==> config.mk <==
export PLATFORM = sky130hd
export DESIGN_NAME = msg_playback_ctl
export DESIGN_NICKNAME = d
export VERILOG_FILES = /design/src/rtl/msgctl_pkg.sv /design/src/rtl/msgctl_rst_gate.sv /design/src/rtl/msgctl_strobe.sv /design/src/rtl/msgctl_ramp_tick.sv /design/src/rtl/msg_playback_ctl.sv
export SDC_FILE = /design/constraint.sdc
export NUM_CORES = 1
export LEC_CHECK = 0
export ABC_AREA = 1
export BUFFER_PORTS_ARGS = -buffer_cell sky130_fd_sc_hd__buf_2
export CAP_MARGIN = 15
export CORE_UTILIZATION = 53
export CTS_BUF_LIST = sky130_fd_sc_hd__clkbuf_4
export DETAILED_ROUTE_END_ITERATION = 8
export PLACE_DENSITY = 0.78
export SYNTH_ARGS = -nofsm -noshare
export SYNTH_HDL_FRONTEND = slang
export SYNTH_HIERARCHICAL = 1
export SYNTH_SLANG_ARGS = --single-unit
==> constraint.sdc <==
create_clock -name clk -period 2.56 [get_ports clk]
set_clock_uncertainty 0.15 [all_clocks]
set_input_delay 0.256 -clock clk [delete_from_list [all_inputs] [get_ports clk]]
set_output_delay 0.256 -clock clk [all_outputs]
set_load 0.05 [all_outputs]
==> src/rtl/msgctl_pkg.sv <==
package msgctl_pkg;

   typedef enum logic [2:0] {
      PH_STBY  = 3'd0,
      PH_WAKE  = 3'd1,
      PH_PLAY  = 3'd2,
      PH_IDLE  = 3'd3,
      PH_SLEEP = 3'd4
   } phase_t;

   function automatic logic phase_busy(phase_t p);
      return (p == PH_WAKE) || (p == PH_PLAY);
   endfunction

   function automatic logic phase_ramp(phase_t p);
      return (p == PH_WAKE) || (p == PH_SLEEP);
   endfunction

endpackage

==> src/rtl/msgctl_rst_gate.sv <==
module msgctl_rst_gate #(
   parameter int HOLD = 12
) (
   input  logic clk,
   input  logic rst_n,
   output logic rst_hold
);
   localparam int CW = $clog2(HOLD + 1);
   localparam logic [CW-1:0] LIM = CW'(HOLD);

   logic [CW-1:0] low_cnt = '0;

   always_ff @(posedge clk) begin
      if (rst_n)
         low_cnt <= '0;
      else if (low_cnt != LIM)
         low_cnt <= low_cnt + 1'b1;
   end

   assign rst_hold = (low_cnt == LIM);
endmodule

==> src/rtl/msgctl_strobe.sv <==
module msgctl_strobe (
   input  logic clk,
   input  logic rst_hold,
   input  logic st_n,
   input  logic cs_n,
   output logic rise_sel
);
   logic st_q;

   always_ff @(posedge clk) begin
      if (rst_hold)
         st_q <= 1'b1;
      else
         st_q <= st_n;
   end

   assign rise_sel = st_n & ~st_q & ~cs_n;
endmodule

==> src/rtl/msgctl_ramp_tick.sv <==
module msgctl_ramp_tick #(
   parameter int DIV = 4
) (
   input  logic clk,
   input  logic clr,
   input  logic run,
   output logic tick
);
   localparam int CW = (DIV > 1) ? $clog2(DIV) : 1;
   localparam logic [CW-1:0] LAST = CW'(DIV - 1);

   logic [CW-1:0] div_cnt;

   always_ff @(posedge clk) begin
      if (clr || !run)
         div_cnt <= '0;
      else if (div_cnt == LAST)
         div_cnt <= '0;
      else
         div_cnt <= div_cnt + 1'b1;
   end

   assign tick = run && !clr && (div_cnt == LAST);
endmodule

==> src/rtl/msg_playback_ctl.sv <==
module msg_playback_ctl
   import msgctl_pkg::*;
#(
   parameter int CODE_W   = 8,
   parameter int DAC_W    = 9,
   parameter int RST_MIN  = 12,
   parameter int RAMP_DIV = 4,
   parameter int IDLE_CYC = 1920000
) (
   input  logic              clk,
   input  logic              rst_n,
   input  logic              cs_n,
   input  logic              st_n,
   input  logic [CODE_W-1:0] msg_code,
   input  logic              dec_done,
   input  logic [DAC_W-1:0]  dec_sample,
   output logic              busy_n,
   output logic              busy_oe,
   output logic [CODE_W-1:0] msg_sel,
   output logic              play_go,
   output logic [DAC_W-1:0]  dac_code,
   output logic              dac_en
);
   localparam logic [DAC_W-1:0] MID  = {1'b1, {(DAC_W-1){1'b0}}};
   localparam logic [DAC_W-1:0] ZERO = '0;
   localparam int IW = $clog2(IDLE_CYC + 1);
   localparam logic [IW-1:0] IDLE_LAST = IW'(IDLE_CYC - 1);

   initial begin : param_guard
      assert (CODE_W >= 1)   else $error("CODE_W must be at least 1");
      assert (DAC_W >= 2)    else $error("DAC_W must be at least 2");
      assert (RST_MIN >= 1)  else $error("RST_MIN must be at least 1");
      assert (RAMP_DIV >= 1) else $error("RAMP_DIV must be at least 1");
      assert (IDLE_CYC >= 1) else $error("IDLE_CYC must be at least 1");
   end

   logic             rst_hold;
   logic             rise_sel;
   logic             take;
   logic             ramp_run;
   logic             ramp_tick;
   phase_t           phase;
   logic [DAC_W-1:0] dac_reg;
   logic [IW-1:0]    idle_cnt;
   logic [CODE_W-1:0] code_q;
   logic             go_q;
   logic [DAC_W-1:0] dac_up;
   logic [DAC_W-1:0] dac_dn;

   msgctl_rst_gate #(.HOLD(RST_MIN)) u_rst (
      .clk      (clk),
      .rst_n    (rst_n),
      .rst_hold (rst_hold)
   );

   msgctl_strobe u_stb (
      .clk      (clk),
      .rst_hold (rst_hold),
      .st_n     (st_n),
      .cs_n     (cs_n),
      .rise_sel (rise_sel)
   );

   assign take     = rise_sel && !phase_busy(phase);
   assign ramp_run = phase_ramp(phase);

   msgctl_ramp_tick #(.DIV(RAMP_DIV)) u_tick (
      .clk  (clk),
      .clr  (rst_hold | take),
      .run  (ramp_run),
      .tick (ramp_tick)
   );

   assign dac_up = dac_reg + 1'b1;
   assign dac_dn = dac_reg - 1'b1;

   always_ff @(posedge clk) begin
      if (rst_hold) begin
         phase    <= PH_STBY;
         dac_reg  <= ZERO;
         idle_cnt <= '0;
         code_q   <= '0;
         go_q     <= 1'b0;
      end else begin
         go_q <= 1'b0;
         if (phase == PH_IDLE && !take)
            idle_cnt <= idle_cnt + 1'b1;
         else
            idle_cnt <= '0;
         if (take)
            code_q <= msg_code;
         unique case (phase)
            PH_STBY: begin
               if (take)
                  phase <= PH_WAKE;
            end
            PH_WAKE: begin
               if (ramp_tick) begin
                  dac_reg <= dac_up;
                  if (dac_up == MID) begin
                     phase <= PH_PLAY;
                     go_q  <= 1'b1;
                  end
               end
            end
            PH_PLAY: begin
               if (dec_done)
                  phase <= PH_IDLE;
            end
            PH_IDLE: begin
               if (take) begin
                  phase <= PH_PLAY;
                  go_q  <= 1'b1;
               end else if (idle_cnt == IDLE_LAST) begin
                  phase <= PH_SLEEP;
               end
            end
            PH_SLEEP: begin
               if (take) begin
                  if (dac_reg == MID) begin
                     phase <= PH_PLAY;
                     go_q  <= 1'b1;
                  end else begin
                     phase <= PH_WAKE;
                  end
               end else if (ramp_tick) begin
                  dac_reg <= dac_dn;
                  if (dac_dn == ZERO)
                     phase <= PH_STBY;
               end
            end
            default: phase <= PH_STBY;
         endcase
      end
   end

   assign busy_n   = !phase_busy(phase);
   assign busy_oe  = (phase != PH_STBY);
   assign dac_en   = (phase != PH_STBY);
   assign msg_sel  = code_q;
   assign play_go  = go_q;
   assign dac_code = (phase == PH_PLAY) ? dec_sample : dac_reg;
endmodule

Word level (Yosys, flattened, before mapping)
Cells that the tools add are included.

Eq/ne operators: 19. Multiplexer cells: 22. Bitwise gates (word level): 6. Add/subtract/negate cells: 5. Reductions and logical operators: 19.

Operator list (count): 9-bit 2-to-1 mux (4); 3-bit 2-to-1 mux (9); 21-bit by 1-bit adder with 21-bit output (second input constant) (1); 21-bit == test (second input constant) (1); 9-bit == test (second input constant) (2); 9-bit one-hot mux with 2 select lines (1); 3-bit one-hot mux with 5 select lines (1); 2-bit inequality test (second input constant) (5); 9-bit by 1-bit adder with 9-bit output (second input constant) (1); 9-bit zero test (1); 9-bit by 1-bit subtractor with 9-bit output (second input constant) (1); 7-bit AND reduction (1); 3-bit by 2-bit == test with 1-bit output (second input constant) (2); 3-bit by 2-bit inequality test with 1-bit output (second input constant) (2); 1-bit 2-to-1 mux (5); 4-bit by 1-bit adder with 4-bit output (second input constant) (1); 4-bit == test (second input constant) (1); 1-bit logical AND (4); 1-bit zero test (4); 4-bit inequality test (second input constant) (1); 4-bit AND reduction (1); 2-bit OR reduction (2); 3-bit by 1-bit == test with 1-bit output (second input constant) (1); 3-bit == test (second input constant) (1); 13 further kinds (18).

Bits of input ports: 22. Bits in registers: 49.

Depth between registers and ports, before layout
Gate-level depths: netlist (run 1).

Depth after elaboration: 11. Gate-level depth with buffers: 21. Mapped depth without buffers: 20.

Cells and area by module
Netlist (run 1), hierarchy kept.

Modules (own cells, without submodules): msg_playback_ctl (cells an instance 376, sequential area each 840.8 um^2, area an instance 2453.6 um^2, times used 1); msgctl_rst_gate (cells an instance 25, sequential area each 80.1 um^2, area an instance 212.7 um^2, times used 1); msgctl_ramp_tick (cells an instance 11, sequential area each 40.0 um^2, area an instance 88.8 um^2, times used 1); msgctl_strobe (cells an instance 5, sequential area each 20.0 um^2, area an instance 37.5 um^2, times used 1).

Least setup slack after synthesis (run 1)
No wires, ideal clock.

Path type: reg-to-reg. Start: reg u_rst.low_cnt[0]. End: reg phase[2]. Arrival: 2.477 ns. Cell stages (with the launch flop): 20. Setup slack: -0.180 ns. Clock period less this slack: 2.740 ns. Required time: 2.297 ns. Cells stage by stage: dfxtp_1 > inv_1 > ha_1 > nand3_4 > clkinv_2 > clkbuf_1 > inv_1 > clkbuf_1 > nand2_1 > inv_1 > nand2_1 > nor2_1 > nand2_1 > nand3b_1 > nor2_2 > nand3_2 > a21oi_2 > nand2_2 > o21ai_1 > inv_1.

Word-level cells in the longest chain between the ends: 7. Elaborated cells on any way between the ends: 8. Those cells by class: 3 x eq/ne; 1 x bitwise; 4 x reduce/logical.

Ends and longest elaborated chain: start: declaration (RTL line msgctl_rst_gate.sv:11) `logic [CW-1:0] low_cnt = '0;`; start signal: assignment (RTL line msgctl_rst_gate.sv:17) `low_cnt <= low_cnt + 1'b1;`; 4-bit == test (*) (RTL line msgctl_rst_gate.sv:20) `assign rst_hold = (low_cnt == LIM);`; net rst_hold (RTL line msg_playback_ctl.sv:37) `logic rst_hold;`; 1-bit bitwise OR (*) (RTL line msg_playback_ctl.sv:69) `.clr (rst_hold | take),`; 1-bit zero test (*) (RTL line msgctl_ramp_tick.sv:23) `assign tick = run && !clr && (div_cnt == LAST);`; 1-bit logical AND (*) (2 in series) (RTL line msgctl_ramp_tick.sv:23); net ramp_tick (RTL line msg_playback_ctl.sv:41) `logic ramp_tick;`; 3-bit inequality test (no source line) / 2-bit inequality test (equally long branches); 7-bit AND reduction (no source line) (*); end signal: assignment (RTL line msg_playback_ctl.sv:79) `phase <= PH_STBY;`; end signal: assignment (RTL line msg_playback_ctl.sv:95) `phase <= PH_WAKE;`; end signal: assignment (RTL line msg_playback_ctl.sv:101) `phase <= PH_PLAY;`; end: declaration (RTL line msg_playback_ctl.sv:42) `phase_t phase;`.

The timed path passes the listed nets; every way through them passes the cells marked *. A chain may end at the register's enable or synchronous reset.

Final worst setup path (run 1)
Start: reg phase[0]. End: reg phase[2].

Word-level cells in the longest chain between the ends: 10. Elaborated cells on any way between the ends: 24. Those cells by class: 11 x eq/ne; 3 x mux; 1 x bitwise; 9 x reduce/logical.

Ends and longest elaborated chain: 3-bit by 1-bit == test with 1-bit output / 3-bit by 2-bit == test with 1-bit output (equally long branches) (RTL line msgctl_pkg.sv:12, msgctl_pkg.sv:16); 1-bit logical OR (RTL line msgctl_pkg.sv:12) `return (p == PH_WAKE) || (p == PH_PLAY);`; 1-bit zero test (RTL line msg_playback_ctl.sv:64) `assign take = rise_sel && !phase_busy(phase);`; 1-bit logical AND (RTL line msg_playback_ctl.sv:64); 1-bit bitwise OR (RTL line msg_playback_ctl.sv:69); 1-bit zero test (RTL line msgctl_ramp_tick.sv:23); 1-bit logical AND (*) (2 in series) (RTL line msgctl_ramp_tick.sv:23); net ramp_tick (RTL line msg_playback_ctl.sv:41); 3-bit inequality test (no source line) / 2-bit inequality test (equally long branches); 7-bit AND reduction (no source line) (*).

Marks and branches as above.

==> summary.log, run 1 <==
[yosys] most frequently used cell type in the post-synthesis netlist sky130_fd_sc_hd__nand2_1
[clocking] insertion delay of the later-clocked pin in the worst-skew pair 0.35 ns
[sta] Worst Hold Slack 0.02326 ns
[clocking] clock-pin slew on the worst setup and hold paths 0.13 ns
[clocking] Max Buffers Root-to-Sink 2
[finish] fraction of final layout cells with drive strength greater than 1 22.36%
[worst_setup_path] Max FO, Critical Path 5
[global_route] total congestion overflow 0
[yosys] mean cell area of the mapped netlist 6.697 µm²
[global_route] met3 Resource Use GR 4.607%
[yosys] leading area contributor after synthesis sky130_fd_sc_hd__dfxtp_1
[yosys] Post-Synthesis Cell Area 2793 µm²
[global_route] gr usage total 22.84%
[clocking] CTS tree done
[finish] net count of the finished layout 512
[power] Power per Cell Area 1020 nW/µm²
[finish] number of inserted diodes 0
[power] total chip power 3427 µW
[finish] growth of design area from synthesis to finish 20.30%
[die] core area 5075 µm²
[global_route] maximum number of pins on one net before global-route repair 20
[global_route] wire length of the first global-routing pass 9853 µm
[die] Die ar. 5564 µm²
[power] static power due to leakage 0.001462 µW
[global_route] GRT met2 Usage 40.04%
[status] result of the run finished, final reports clean
[die] number of standard-cell rows in the floorplan 26
[worst_setup_path] Critical Path Sink Type flip-flop
[clocking] master cell of the clock root buffer sky130_fd_sc_hd__clkbuf_4
[route] number of DRC violations after detailed-routing iteration 0 176
[power] combinational fraction of design power 59.0%
[route] remaining design rule violation count 0
[power] switching fraction of total power 52.07%
[sta] Achievable Freq 0.3999 GHz
[power] total internal power 1642 µW
[yosys] synthesized netlist net count 447
[sta] final number of setup-violating endpoints 0
[clocking] sinks on the clock net 49
[yosys] #FFs+latches synth 49
[worst_setup_path] data required time of the critical path 2.67 ns
[yosys] Ys Warns 6
[yosys] number of instances in the synthesized netlist 417
[power] part of the total power dissipated in sequential elements 31.0%
[clocking] clock buffer count from CTS 5
[global_route] met1 Track Usage GR 26.87%
[sta] Final Hold Fails 0
[finish] max reg flops 21
[route] post-DR wirelength/cell 10.99 µm
[global_route] initial antenna violation count 0
[clocking] H-tree depth reported by CTS 2
[route] antenna violation net count after detailed routing 0
[global_route] via count of the first global-routing pass 2,403
[placed_design] routability cong. 0.9089
[yosys] share of Yosys cell area claimed by the top area cell type 35.13%
[worst_setup_path] Critical Path Source phase[0]$_SDFFE_PP0P_
[yosys] biggest area contributors in the synthesized netlist sky130_fd_sc_hd__dfxtp_1, sky130_fd_sc_hd__nand2_1, sky130_fd_sc_hd__a21oi_1, sky130_fd_sc_hd__inv_1, sky130_fd_sc_hd__nor2_1
[power] NetSw 1784 µW
[worst_setup_path] startpoint types flip-flop
[route] via count 2,788
[worst_setup_path] startpoint-to-endpoint class of the critical path reg2reg
[yosys] commonest cells in the netlist sky130_fd_sc_hd__nand2_1, sky130_fd_sc_hd__inv_1, sky130_fd_sc_hd__nor2_1
[yosys] post-synthesis async set-or-reset flop share 0%
[die] x dimension of the die 74.59 µm
[worst_setup_path] CP arrival 2.61 ns
[sta] period utilisation layout 97.68%
[yosys] count of flip-flops with a built-in enable after synthesis 0
[route] via-per-instance ratio 5.042
[sta] clock period minus final worst setup slack 2.501 ns
[route] iteration count of the initial detailed-routing pass 4
[power] clock power share 10.0%
[min_path] Min-Delay Path Class in2reg
[yosys] fraction of the yosys area taken by sequential cells 35.13%
[worst_setup_path] reg2reg start phase[0]$_SDFFE_PP0P_
[run] # Max-Cap Violations 0
[die] number of placed I/O pins 43
[sta] slew at the pin closest to its max-slew limit 0.3591 ns
[min_path] Min-Delay Startpoint msg_code[7]
[yosys] most used flip-flop cell after synthesis sky130_fd_sc_hd__dfxtp_1
[sta] final count of pins violating max slew 0
[global_route] highest-utilization routing layer at the global route stage met2
[placed_design] # port buffers 42
[route] Routed Wire Length 6080 µm
[placed_design] post-DP HPWL 4410 µm
[die] die outline height 74.59 µm
[yosys] number of distinct library cells after synthesis 37
[sta] remaining max-slew budget at the tightest pin 75.88%
[power] largest voltage drop on the vdd net 0.4612 mV
[die] starting density of the core 55.03%
-- kinds of logic (layout without fill, tap and decap cells) --
logic type,Yosys count,after routing,synth area share (%)
flip-flops,49,49,35.13
AND/OR/NAND/NOR,206,206,33.92
buffers and inverters,71,137,9.991
XOR/XNOR,11,11,3.450
AO/OA/AOI/OAI,72,72,13.93
adder cells (fa/ha/maj),8,8,3.584
-- critical path, stage by stage (launching register included) --
cell                       delay [ns]
sky130_fd_sc_hd__dfxtp_2         0.38
sky130_fd_sc_hd__inv_2           0.07
sky130_fd_sc_hd__nor3_4          0.19
sky130_fd_sc_hd__inv_1           0.08
sky130_fd_sc_hd__nand2_1         0.07
sky130_fd_sc_hd__inv_1           0.08
sky130_fd_sc_hd__nand2_2         0.07
sky130_fd_sc_hd__nand2_1         0.07
sky130_fd_sc_hd__inv_2           0.07
sky130_fd_sc_hd__nand2_1         0.05
sky130_fd_sc_hd__nor2_2          0.15
sky130_fd_sc_hd__nand2_1         0.07
sky130_fd_sc_hd__nand3b_1        0.17
sky130_fd_sc_hd__nor2_2          0.17
sky130_fd_sc_hd__nand3_2         0.11
sky130_fd_sc_hd__a21oi_4         0.19
sky130_fd_sc_hd__nand2_4         0.09
sky130_fd_sc_hd__o21ai_1         0.12
sky130_fd_sc_hd__inv_1           0.05
-- repair_timing --
item / CTS / global route
buffers inserted: 0 / 9
hold buffers: 9 / 0
setup endpoints to repair: 0 / 3
endpoints found under the hold margin: 10 / 0
resized for setup: 0 / 13
-- cells in the final DEF (no fill, tap or decap), types with 6 or more instances in the layout --
cell type and instances:
sky130_fd_sc_hd__nand2_1 81, sky130_fd_sc_hd__inv_1 50, sky130_fd_sc_hd__nor2_1 49, sky130_fd_sc_hd__dfxtp_1 46, sky130_fd_sc_hd__buf_2 42, sky130_fd_sc_hd__a21oi_1 39
sky130_fd_sc_hd__nand3_1 33, sky130_fd_sc_hd__buf_4 18, sky130_fd_sc_hd__o21ai_0 15, sky130_fd_sc_hd__nor2_2 9, sky130_fd_sc_hd__dlygate4sd3_1 9, sky130_fd_sc_hd__o21ai_1 8
sky130_fd_sc_hd__xor2_1 8, sky130_fd_sc_hd__inv_2 7, sky130_fd_sc_hd__nand2_2 7, sky130_fd_sc_hd__nand4_1 7, sky130_fd_sc_hd__nor3_1 7, sky130_fd_sc_hd__ha_1 7
sky130_fd_sc_hd__clkbuf_4 6
-- final timing paths --
check / to / slack (ns) / cells after the start
max: phase[2]$_SDFFE_PP0P_ / 0.06 / 18
min: msg_sel[7]$_SDFFE_PP0P_ / 0.02 / 3
max reg2reg: phase[2]$_SDFFE_PP0P_ / 0.06 / 18
min reg2reg: u_tick/div_cnt[0]$_SDFF_PP0_ / 0.29 / 1
-- per-stage QoR --
stage,setup WS (ns),instance area (µm²),cells,TNS (ns),utilization (%)
global placement,0.3169,3110,527,0,61.29
floorplan,0.02138,2803,417,0,-
global route,-0.1669,3359,553,-0.5759,66.20
finish,0.05930,3359,553,0,66.20
CTS,0.1551,3256,544,0,64.15
detailed placement,0.1997,3110,527,0,61.29
-- routing by layer --
layer / routed length, µm / part of all wire, %
met1: 2703 / 44
met2: 3004 / 49
met3: 224 / 3.7
met4: 147 / 2.4
met5: 0 / 0
-- power groups by stage --
stage                     logic (µW)  registers (µW)  clock network, µW
final                           2020            1060                341
after detailed placement        1900            1070                  0
after CTS                       1920            1050                359
after global placement          1880            1060                  0
after floorplan                 1410            1250                  0
after global routing            2240            1090                397
-- cell type report --
type	count	area [µm²]
Inverter	60	227.7
Fill cell	469	1715
Multi-Input combinational cell	297	1564
Tap cell	70	87.58
Clock inverter	2	10.01
Clock buffer	6	45.04
Sequential cell	49	989.7
Timing Repair Buffer	69	435.4
No activity file was read; power rests on OpenSTA's default activity.
==> run 2: changes to the inputs <==
--- a/config.mk
+++ b/config.mk
@@ -6,12 +6,12 @@
 export NUM_CORES = 1
 export LEC_CHECK = 0
 export ABC_AREA = 1
-export BUFFER_PORTS_ARGS = -buffer_cell sky130_fd_sc_hd__buf_2
+export BUFFER_PORTS_ARGS = -buffer_cell sky130_fd_sc_hd__clkbuf_2
 export CAP_MARGIN = 15
 export CORE_UTILIZATION = 53
 export CTS_BUF_LIST = sky130_fd_sc_hd__clkbuf_4
 export DETAILED_ROUTE_END_ITERATION = 8
-export PLACE_DENSITY = 0.78
+export PLACE_DENSITY = 0.9
 export SYNTH_ARGS = -nofsm -noshare
 export SYNTH_HDL_FRONTEND = slang
 export SYNTH_HIERARCHICAL = 1
==> summary.log, run 2 (same netlist as run 1, synthesis figures left out) <==
[route] Routed Wire Length 7000 µm [+15%]
[route] antenna violation net count after detailed routing 0 [unchanged]
[finish] most frequent standard cell in the layout excluding fill and tap cells sky130_fd_sc_hd__nand2_1
[global_route] total congestion overflow 0 [unchanged]
[power] largest voltage drop on the vdd net 0.4558 mV [-1.2%]
[route] met3 wirelength from detailed routing 416 µm [+86%]
[finish] net count of the finished layout 512 [unchanged]
[clocking] CTS tree done
[clocking] clock-pin slew on the worst setup and hold paths 0.15 ns [+0.02 ns]
[sta] Achievable Freq 0.3918 GHz [-2.0%]
[sta] slew at the pin closest to its max-slew limit 0.3596 ns [+0.0005096 ns]
[route] met1 routed wirelength after detailed routing 2824 µm [+4.5%]
[worst_setup_path] Critical Path Sink Type flip-flop
[finish] number of inserted diodes 0 [unchanged]
[min_path] Min-Delay Path Class in2reg
[sta] clock period minus final worst setup slack 2.552 ns [+0.05164 ns]
[sta] final number of setup-violating endpoints 0 [unchanged]
[worst_setup_path] Max FO, Critical Path 5 [unchanged]
[global_route] via count of the first global-routing pass 2,648 [+10%]
[finish] fraction of final layout cells with drive strength greater than 1 22.20% [-0.16 points]
[finish] commonest cells after routing, fill and taps aside sky130_fd_sc_hd__nand2_1, sky130_fd_sc_hd__nor2_1, sky130_fd_sc_hd__inv_1, sky130_fd_sc_hd__dfxtp_1, sky130_fd_sc_hd__clkbuf_2
[die] number of placed I/O pins 43 [unchanged]
[finish] area taken by multi-input logic gates 1560 µm² [-0.24%]
[route] top layer reached by signal wires met4
[run] # Max-Cap Violations 0 [unchanged]
[sta] period utilisation layout 99.70% [+2.0 points]
[placed_design] cell count after placement 528 [+0.19%]
[route] iteration count of the initial detailed-routing pass 5 [+1]
[power] static power due to leakage 0.001451 µW [-0.71%]
[placed_design] # port buffers 42 [unchanged]
[route] number of DRC violations after detailed-routing iteration 0 215 [+22%]
[finish] non-filler cells in the finished layout 552 [-0.18%]
[worst_setup_path] data required time of the critical path 2.73 ns [+0.06 ns]
[die] Die ar. 5564 µm² [unchanged]
[global_route] wire length of the first global-routing pass 10,810 µm [+9.7%]
[die] starting density of the core 55.03% [unchanged]
[die] core area 5075 µm² [unchanged]
[clocking] clock buffer count from CTS 5 [unchanged]
[die] number of standard-cell rows in the floorplan 26 [unchanged]
[finish] Finished Core Util 66.07% [-0.12 points]
[placed_design] routability cong. 0.9316 [+2.5%]
[clocking] Max Buffers Root-to-Sink 2 [unchanged]
[global_route] gr usage total 25.11% [+2.3 points]
[route] via count 2,944 [+5.6%]
[placed_design] post-DP HPWL 4837 µm [+9.7%]
[clocking] sinks on the clock net 49 [unchanged]
[finish] growth of design area from synthesis to finish 20.07%
[worst_setup_path] CP arrival 2.72 ns [+0.11 ns]
[finish] max reg flops 21 [unchanged]
[route] remaining design rule violation count 0 [unchanged]
[clocking] master cell of the clock root buffer sky130_fd_sc_hd__clkbuf_4
[sta] final count of pins violating max slew 0 [unchanged]
[sta] Worst Hold Slack 0.2396 ns [+0.2163 ns]
[clocking] insertion delay of the later-clocked pin in the worst-skew pair 0.37 ns [+0.02 ns]
[power] Power per Cell Area 1047 nW/µm² [+2.6%]
[global_route] initial antenna violation count 0 [unchanged]
[route] post-DR wirelength/cell 12.68 µm [+15%]
[route] WL met2 3500 µm [+17%]
[clocking] H-tree depth reported by CTS 2 [unchanged]
[route] via-per-instance ratio 5.333 [+5.8%]
[sta] Final Hold Fails 0 [unchanged]
[die] die outline height 74.59 µm [unchanged]
[die] x dimension of the die 74.59 µm [unchanged]
[status] result of the run finished, final reports clean
[worst_setup_path] startpoint types flip-flop
[worst_setup_path] startpoint-to-endpoint class of the critical path reg2reg
[finish] number of fillers in the final layout 435 [-7.2%]
[sta] remaining max-slew budget at the tightest pin 75.84% [about the same]
[finish] Reg area 989.7 µm² [unchanged]
[global_route] maximum number of pins on one net before global-route repair 20 [unchanged]
==> run 2: per-stage QoR <==
| stage | setup TNS [ns] | worst slack, ns | total power (µW) | area, µm² |
|---|---|---|---|---|
| after floorplan | 0 | 0.02138 | 2665 | 2803 |
| after global placement | 0 | 0.3407 | 2934 | 3118 |
| after detailed placement | 0 | 0.1836 | 3013 | 3118 |
| after CTS | 0 | 0.1653 | 3364 | 3267 |
| after global routing | -0.3414 | -0.1378 | 3739 | 3353 |
| final | 0 | 0.007663 | 3510 | 3353 |
==> run 2: cell type report <==
class	instances	share of cell area, %
Multi-Input combinational cell	297	46.53
Inverter	60	6.828
Clock inverter	2	0.3358
Tap cell	70	2.612
Sequential cell	49	29.51
Timing Repair Buffer	69	13.06
Clock buffer	5	1.119
==> run 2: path summary, 6_finish.rpt <==
path	to	start	slack, ns	cells past startpoint
hold reg to reg	u_tick/div_cnt[0]$_SDFF_PP0_	u_tick/div_cnt[0]$_SDFF_PP0_	0.29	1
setup / recovery	phase[0]$_SDFFE_PP0P_	phase[0]$_SDFFE_PP0P_	0.008	19
hold / removal	msg_sel[3]$_SDFFE_PP0P_	cs_n	0.24	5
setup reg to reg	phase[0]$_SDFFE_PP0P_	phase[0]$_SDFFE_PP0P_	0.008	19
==> run 2: layer usage <==
| metal | global-route usage, % | up-vias |
|---|---|---|
| li1 | - | 1464 |
| met1 | 29.20 | 1314 |
| met2 | 44.54 | 134 |
| met3 | 4.607 | 32 |
| met4 | 11.53 | 0 |
| met5 | 0 | - |
==> run 2: power breakdown <==
part	leakage (µW)	switching, µW	internal [µW]	total, µW
Sequential	0.000401	166	918	1080
Clock	0.0000247	241	99.2	340
Combinational	0.00103	1480	607	2090
Total	0.00145	1890	1620	3510
==> run 2: repair_timing <==
| item | 4_1_cts | 5_1_grt |
|---|---|---|
| setup endpoints to repair | 0 | 3 |
| setup buffers | 0 | 7 |
| hold buffers | 10 | 0 |
| gates resized for setup | 0 | 14 |
| hold endpoints to repair | 11 | 0 |
==> run 2: worst max-delay path, cell delays in order, from the launching register on <==
cell                       delay [ns]
sky130_fd_sc_hd__dfxtp_2         0.39
sky130_fd_sc_hd__inv_4           0.06
sky130_fd_sc_hd__nor3_4          0.25
sky130_fd_sc_hd__inv_2           0.07
sky130_fd_sc_hd__nand2_1         0.08
sky130_fd_sc_hd__inv_2           0.05
sky130_fd_sc_hd__nand2_2         0.06
sky130_fd_sc_hd__nand2_2         0.05
sky130_fd_sc_hd__inv_2           0.06
sky130_fd_sc_hd__nand2_2         0.06
sky130_fd_sc_hd__nor2_4          0.13
sky130_fd_sc_hd__nand2_1         0.07
sky130_fd_sc_hd__nand3b_1        0.18
sky130_fd_sc_hd__nor2_2          0.20
sky130_fd_sc_hd__nand3_2         0.10
sky130_fd_sc_hd__a21oi_2         0.18
sky130_fd_sc_hd__nand2_2         0.11
sky130_fd_sc_hd__nand2_2         0.08
sky130_fd_sc_hd__nand2_1         0.04
sky130_fd_sc_hd__nor2_1          0.11
==> run 3: changes to the inputs <==
--- a/config.mk
+++ b/config.mk
@@ -8,6 +8,7 @@
 export ABC_AREA = 1
 export BUFFER_PORTS_ARGS = -buffer_cell sky130_fd_sc_hd__clkbuf_2
 export CAP_MARGIN = 15
+export CORE_ASPECT_RATIO = 2
 export CORE_UTILIZATION = 53
 export CTS_BUF_LIST = sky130_fd_sc_hd__clkbuf_4
 export DETAILED_ROUTE_END_ITERATION = 8
==> summary.log, run 3 (same netlist as run 1, synthesis figures left out) <==
[route] Routed Wire Length 7391 µm [+5.6%]
[status] result of the run finished, final reports clean
[sta] final count of pins violating max slew 0 [unchanged]
[finish] net count of the finished layout 516 [+0.78%]
[finish] most frequent standard cell in the layout excluding fill and tap cells sky130_fd_sc_hd__nand2_1
[route] post-DR wirelength/cell 13.56 µm [+6.9%]
[finish] growth of design area from synthesis to finish 21.46%
[min_path] hold path cells 5 [unchanged]
[worst_setup_path] data required time of the critical path 2.73 ns [about the same]
[sta] Achievable Freq 0.4104 GHz [+4.7%]
[global_route] total congestion overflow 0 [unchanged]
[clocking] CTS tree done
[global_route] gr usage total 26.25% [+1.1 points]
[sta] Final WS setup 0.1231 ns [+0.1154 ns]
[finish] commonest cells after routing, fill and taps aside sky130_fd_sc_hd__nand2_1, sky130_fd_sc_hd__inv_1, sky130_fd_sc_hd__nor2_1, sky130_fd_sc_hd__dfxtp_1, sky130_fd_sc_hd__clkbuf_2
[route] antenna violation net count after detailed routing 0 [unchanged]
[die] x dimension of the die 53.33 µm [-29%]
[clocking] insertion delay of the later-clocked pin in the worst-skew pair 0.37 ns [about the same]
[finish] Finished Core Util 66.61% [+0.53 points]
[sta] remaining max-slew budget at the tightest pin 70.92% [-4.9 points]
[sta] slew at the pin closest to its max-slew limit 0.4329 ns [+0.07327 ns]
[worst_setup_path] chain of cells forming the critical path inv_4 -> nor3_4 -> inv_2 -> nand2_2 -> inv_2 -> nand2_2 -> nand2_1 -> inv_2 -> nand2_1 -> nor2_2 -> nand2_1 -> nand3b_1 -> nor2_2 -> nand3_2 -> a21oi_2 -> nand2_2 -> nand2_2 -> nand2_2 -> nor2_2
[worst_setup_path] highest-delay cell along the critical path sky130_fd_sc_hd__dfxtp_2
[finish] fraction of final layout cells with drive strength greater than 1 23.00% [+0.80 points]
[die] core area 5092 µm² [+0.35%]
[die] number of standard-cell rows in the floorplan 37 [+42%]
[clocking] master cell of the clock root buffer sky130_fd_sc_hd__clkbuf_4
[finish] non-filler cells in the finished layout 545 [-1.3%]
[worst_setup_path] startpoint types flip-flop
[finish] max reg flops 21 [unchanged]
[worst_setup_path] largest stage delay on the critical path 0.39 ns [about the same]
[sta] final number of setup-violating endpoints 0 [unchanged]
[clocking] sinks on the clock net 49 [unchanged]
[clocking] Max Buffers Root-to-Sink 2 [unchanged]
[die] number of placed I/O pins 43 [unchanged]
[die] starting density of the core 54.84% [-0.19 points]
[die] die outline height 104.7 µm [+40%]
[clocking] clock-pin slew on the worst setup and hold paths 0.15 ns [about the same]
[global_route] wire length of the first global-routing pass 11,120 µm [+2.9%]
[min_path] Min-Delay Path Class in2reg
[clocking] clock buffer count from CTS 5 [unchanged]
[power] static power due to leakage 0.001484 µW [+2.3%]
[route] via count 3,053 [+3.7%]
[placed_design] routability cong. 0.9761 [+4.8%]
[worst_setup_path] logic depth of the worst register-to-register path 19 [unchanged]
[finish] number of inserted diodes 0 [unchanged]
[global_route] via count of the first global-routing pass 2,774 [+4.8%]
[global_route] initial antenna violation count 0 [unchanged]
[route] number of DRC violations after detailed-routing iteration 0 137 [-36%]
[die] Die ar. 5581 µm² [+0.32%]
[worst_setup_path] most frequent cell on the critical path sky130_fd_sc_hd__nand2_2
[worst_setup_path] CP delay by family, top simple AND/OR/NAND/NOR gates
[worst_setup_path] Levels on crit path 19 [unchanged]
[worst_setup_path] buffers and inverters on the worst path 4 [unchanged]
[worst_setup_path] startpoint-to-endpoint class of the critical path reg2reg
[route] remaining design rule violation count 0 [unchanged]
[placed_design] # port buffers 42 [unchanged]
[run] # Max-Cap Violations 0 [unchanged]
[sta] period utilisation layout 95.19% [-4.5 points]
[placed_design] post-DP HPWL 5174 µm [+7.0%]
[worst_setup_path] CP arrival 2.61 ns [-0.11 ns]
[power] largest voltage drop on the vdd net 0.8421 mV [+85%]
[route] via-per-instance ratio 5.602 [+5.0%]
[placed_design] Setup WS pre-CTS 0.2281 ns [+0.04448 ns]
[global_route] maximum number of pins on one net before global-route repair 20 [unchanged]
[route] iteration count of the initial detailed-routing pass 7 [+2]
[clocking] H-tree depth reported by CTS 2 [unchanged]
[worst_setup_path] Critical Path Sink Type flip-flop
[placed_design] cell count after placement 516 [-2.3%]
[sta] Final Hold Fails 0 [unchanged]
[sta] clock period minus final worst setup slack 2.437 ns [-0.1154 ns]
[power] Power per Cell Area 1081 nW/µm² [+3.3%]
[worst_setup_path] Max FO, Critical Path 5 [unchanged]
[run 3: cell types whose count changed in the layout (fill, tap and decap cells not counted)]
cell,change
sky130_fd_sc_hd__buf_4,+4
sky130_fd_sc_hd__nor2_2,+2
sky130_fd_sc_hd__bufinv_16,+1
sky130_fd_sc_hd__nor2_1,-1
sky130_fd_sc_hd__nor2_4,-1
sky130_fd_sc_hd__o21ai_1,+1
sky130_fd_sc_hd__o21ai_2,-1
[run 3: power by group]
group          total (µW)  internal (µW)  switching (µW)
Sequential           1070            918             156
Clock                 449            202             247
Combinational        2140            615            1530
Total                3670           1740            1930
[run 3: final timing paths]
path,to,from,slack (ns)
worst max-delay path,phase[0]$_SDFFE_PP0P_,phase[0]$_SDFFE_PP0P_,0.12
worst min-delay path,msg_sel[0]$_SDFFE_PP0P_,cs_n,0.26
worst max register to register,phase[0]$_SDFFE_PP0P_,phase[0]$_SDFFE_PP0P_,0.12
worst min register to register,u_tick/div_cnt[0]$_SDFF_PP0_,u_tick/div_cnt[0]$_SDFF_PP0_,0.29
[run 3: per-layer routing]
metal  share of wire [%]  track usage (%)  vias to the layer above
met2                  55            47.77                      133
li1                    -                -                     1474
met1                  35            23.95                     1404
met4                 6.0            18.98                        0
met5                   0                0                        -
met3                 4.6            3.930                       42
[run 3: repair_timing]
action / 4_1_cts / 5_1_grt
buffers inserted: 0 / 11
hold buffers: 10 / 0
endpoints found under the setup margin: 0 / 3
resized for setup: 0 / 13
hold endpoints to repair: 11 / 0
[run 3: through the flow]
stage	TNS (ns)	hold WS, ns	area, µm²	total power, µW
2_1_floorplan	0	0.1611	2803	2665
6_report	0	0.2615	3392	3666
4_1_cts	0	0.2139	3282	3488
3_3_place_gp	0	0.2535	3103	2961
5_1_grt	-0.1645	0.2784	3392	3885
3_5_place_dp	0	0.2622	3103	3021
[run 3: worst min-delay path, cell delays in order]
cell and delay [ns]:
sky130_fd_sc_hd__clkbuf_2 0.09, sky130_fd_sc_hd__nor2_1 0.07, sky130_fd_sc_hd__buf_4 0.19, sky130_fd_sc_hd__nand3_1 0.09
sky130_fd_sc_hd__a21oi_1 0.06
[run 3: cell type report]
cell class | count | area, µm²
timing repair buffer | 73 | 467.9
clock buffer | 5 | 37.54
multi-input combinational | 297 | 1554
tap | 58 | 72.57
fill | 409 | 1700
inverter | 60 | 229.0
clock inverter | 3 | 41.29
sequential | 49 | 989.7
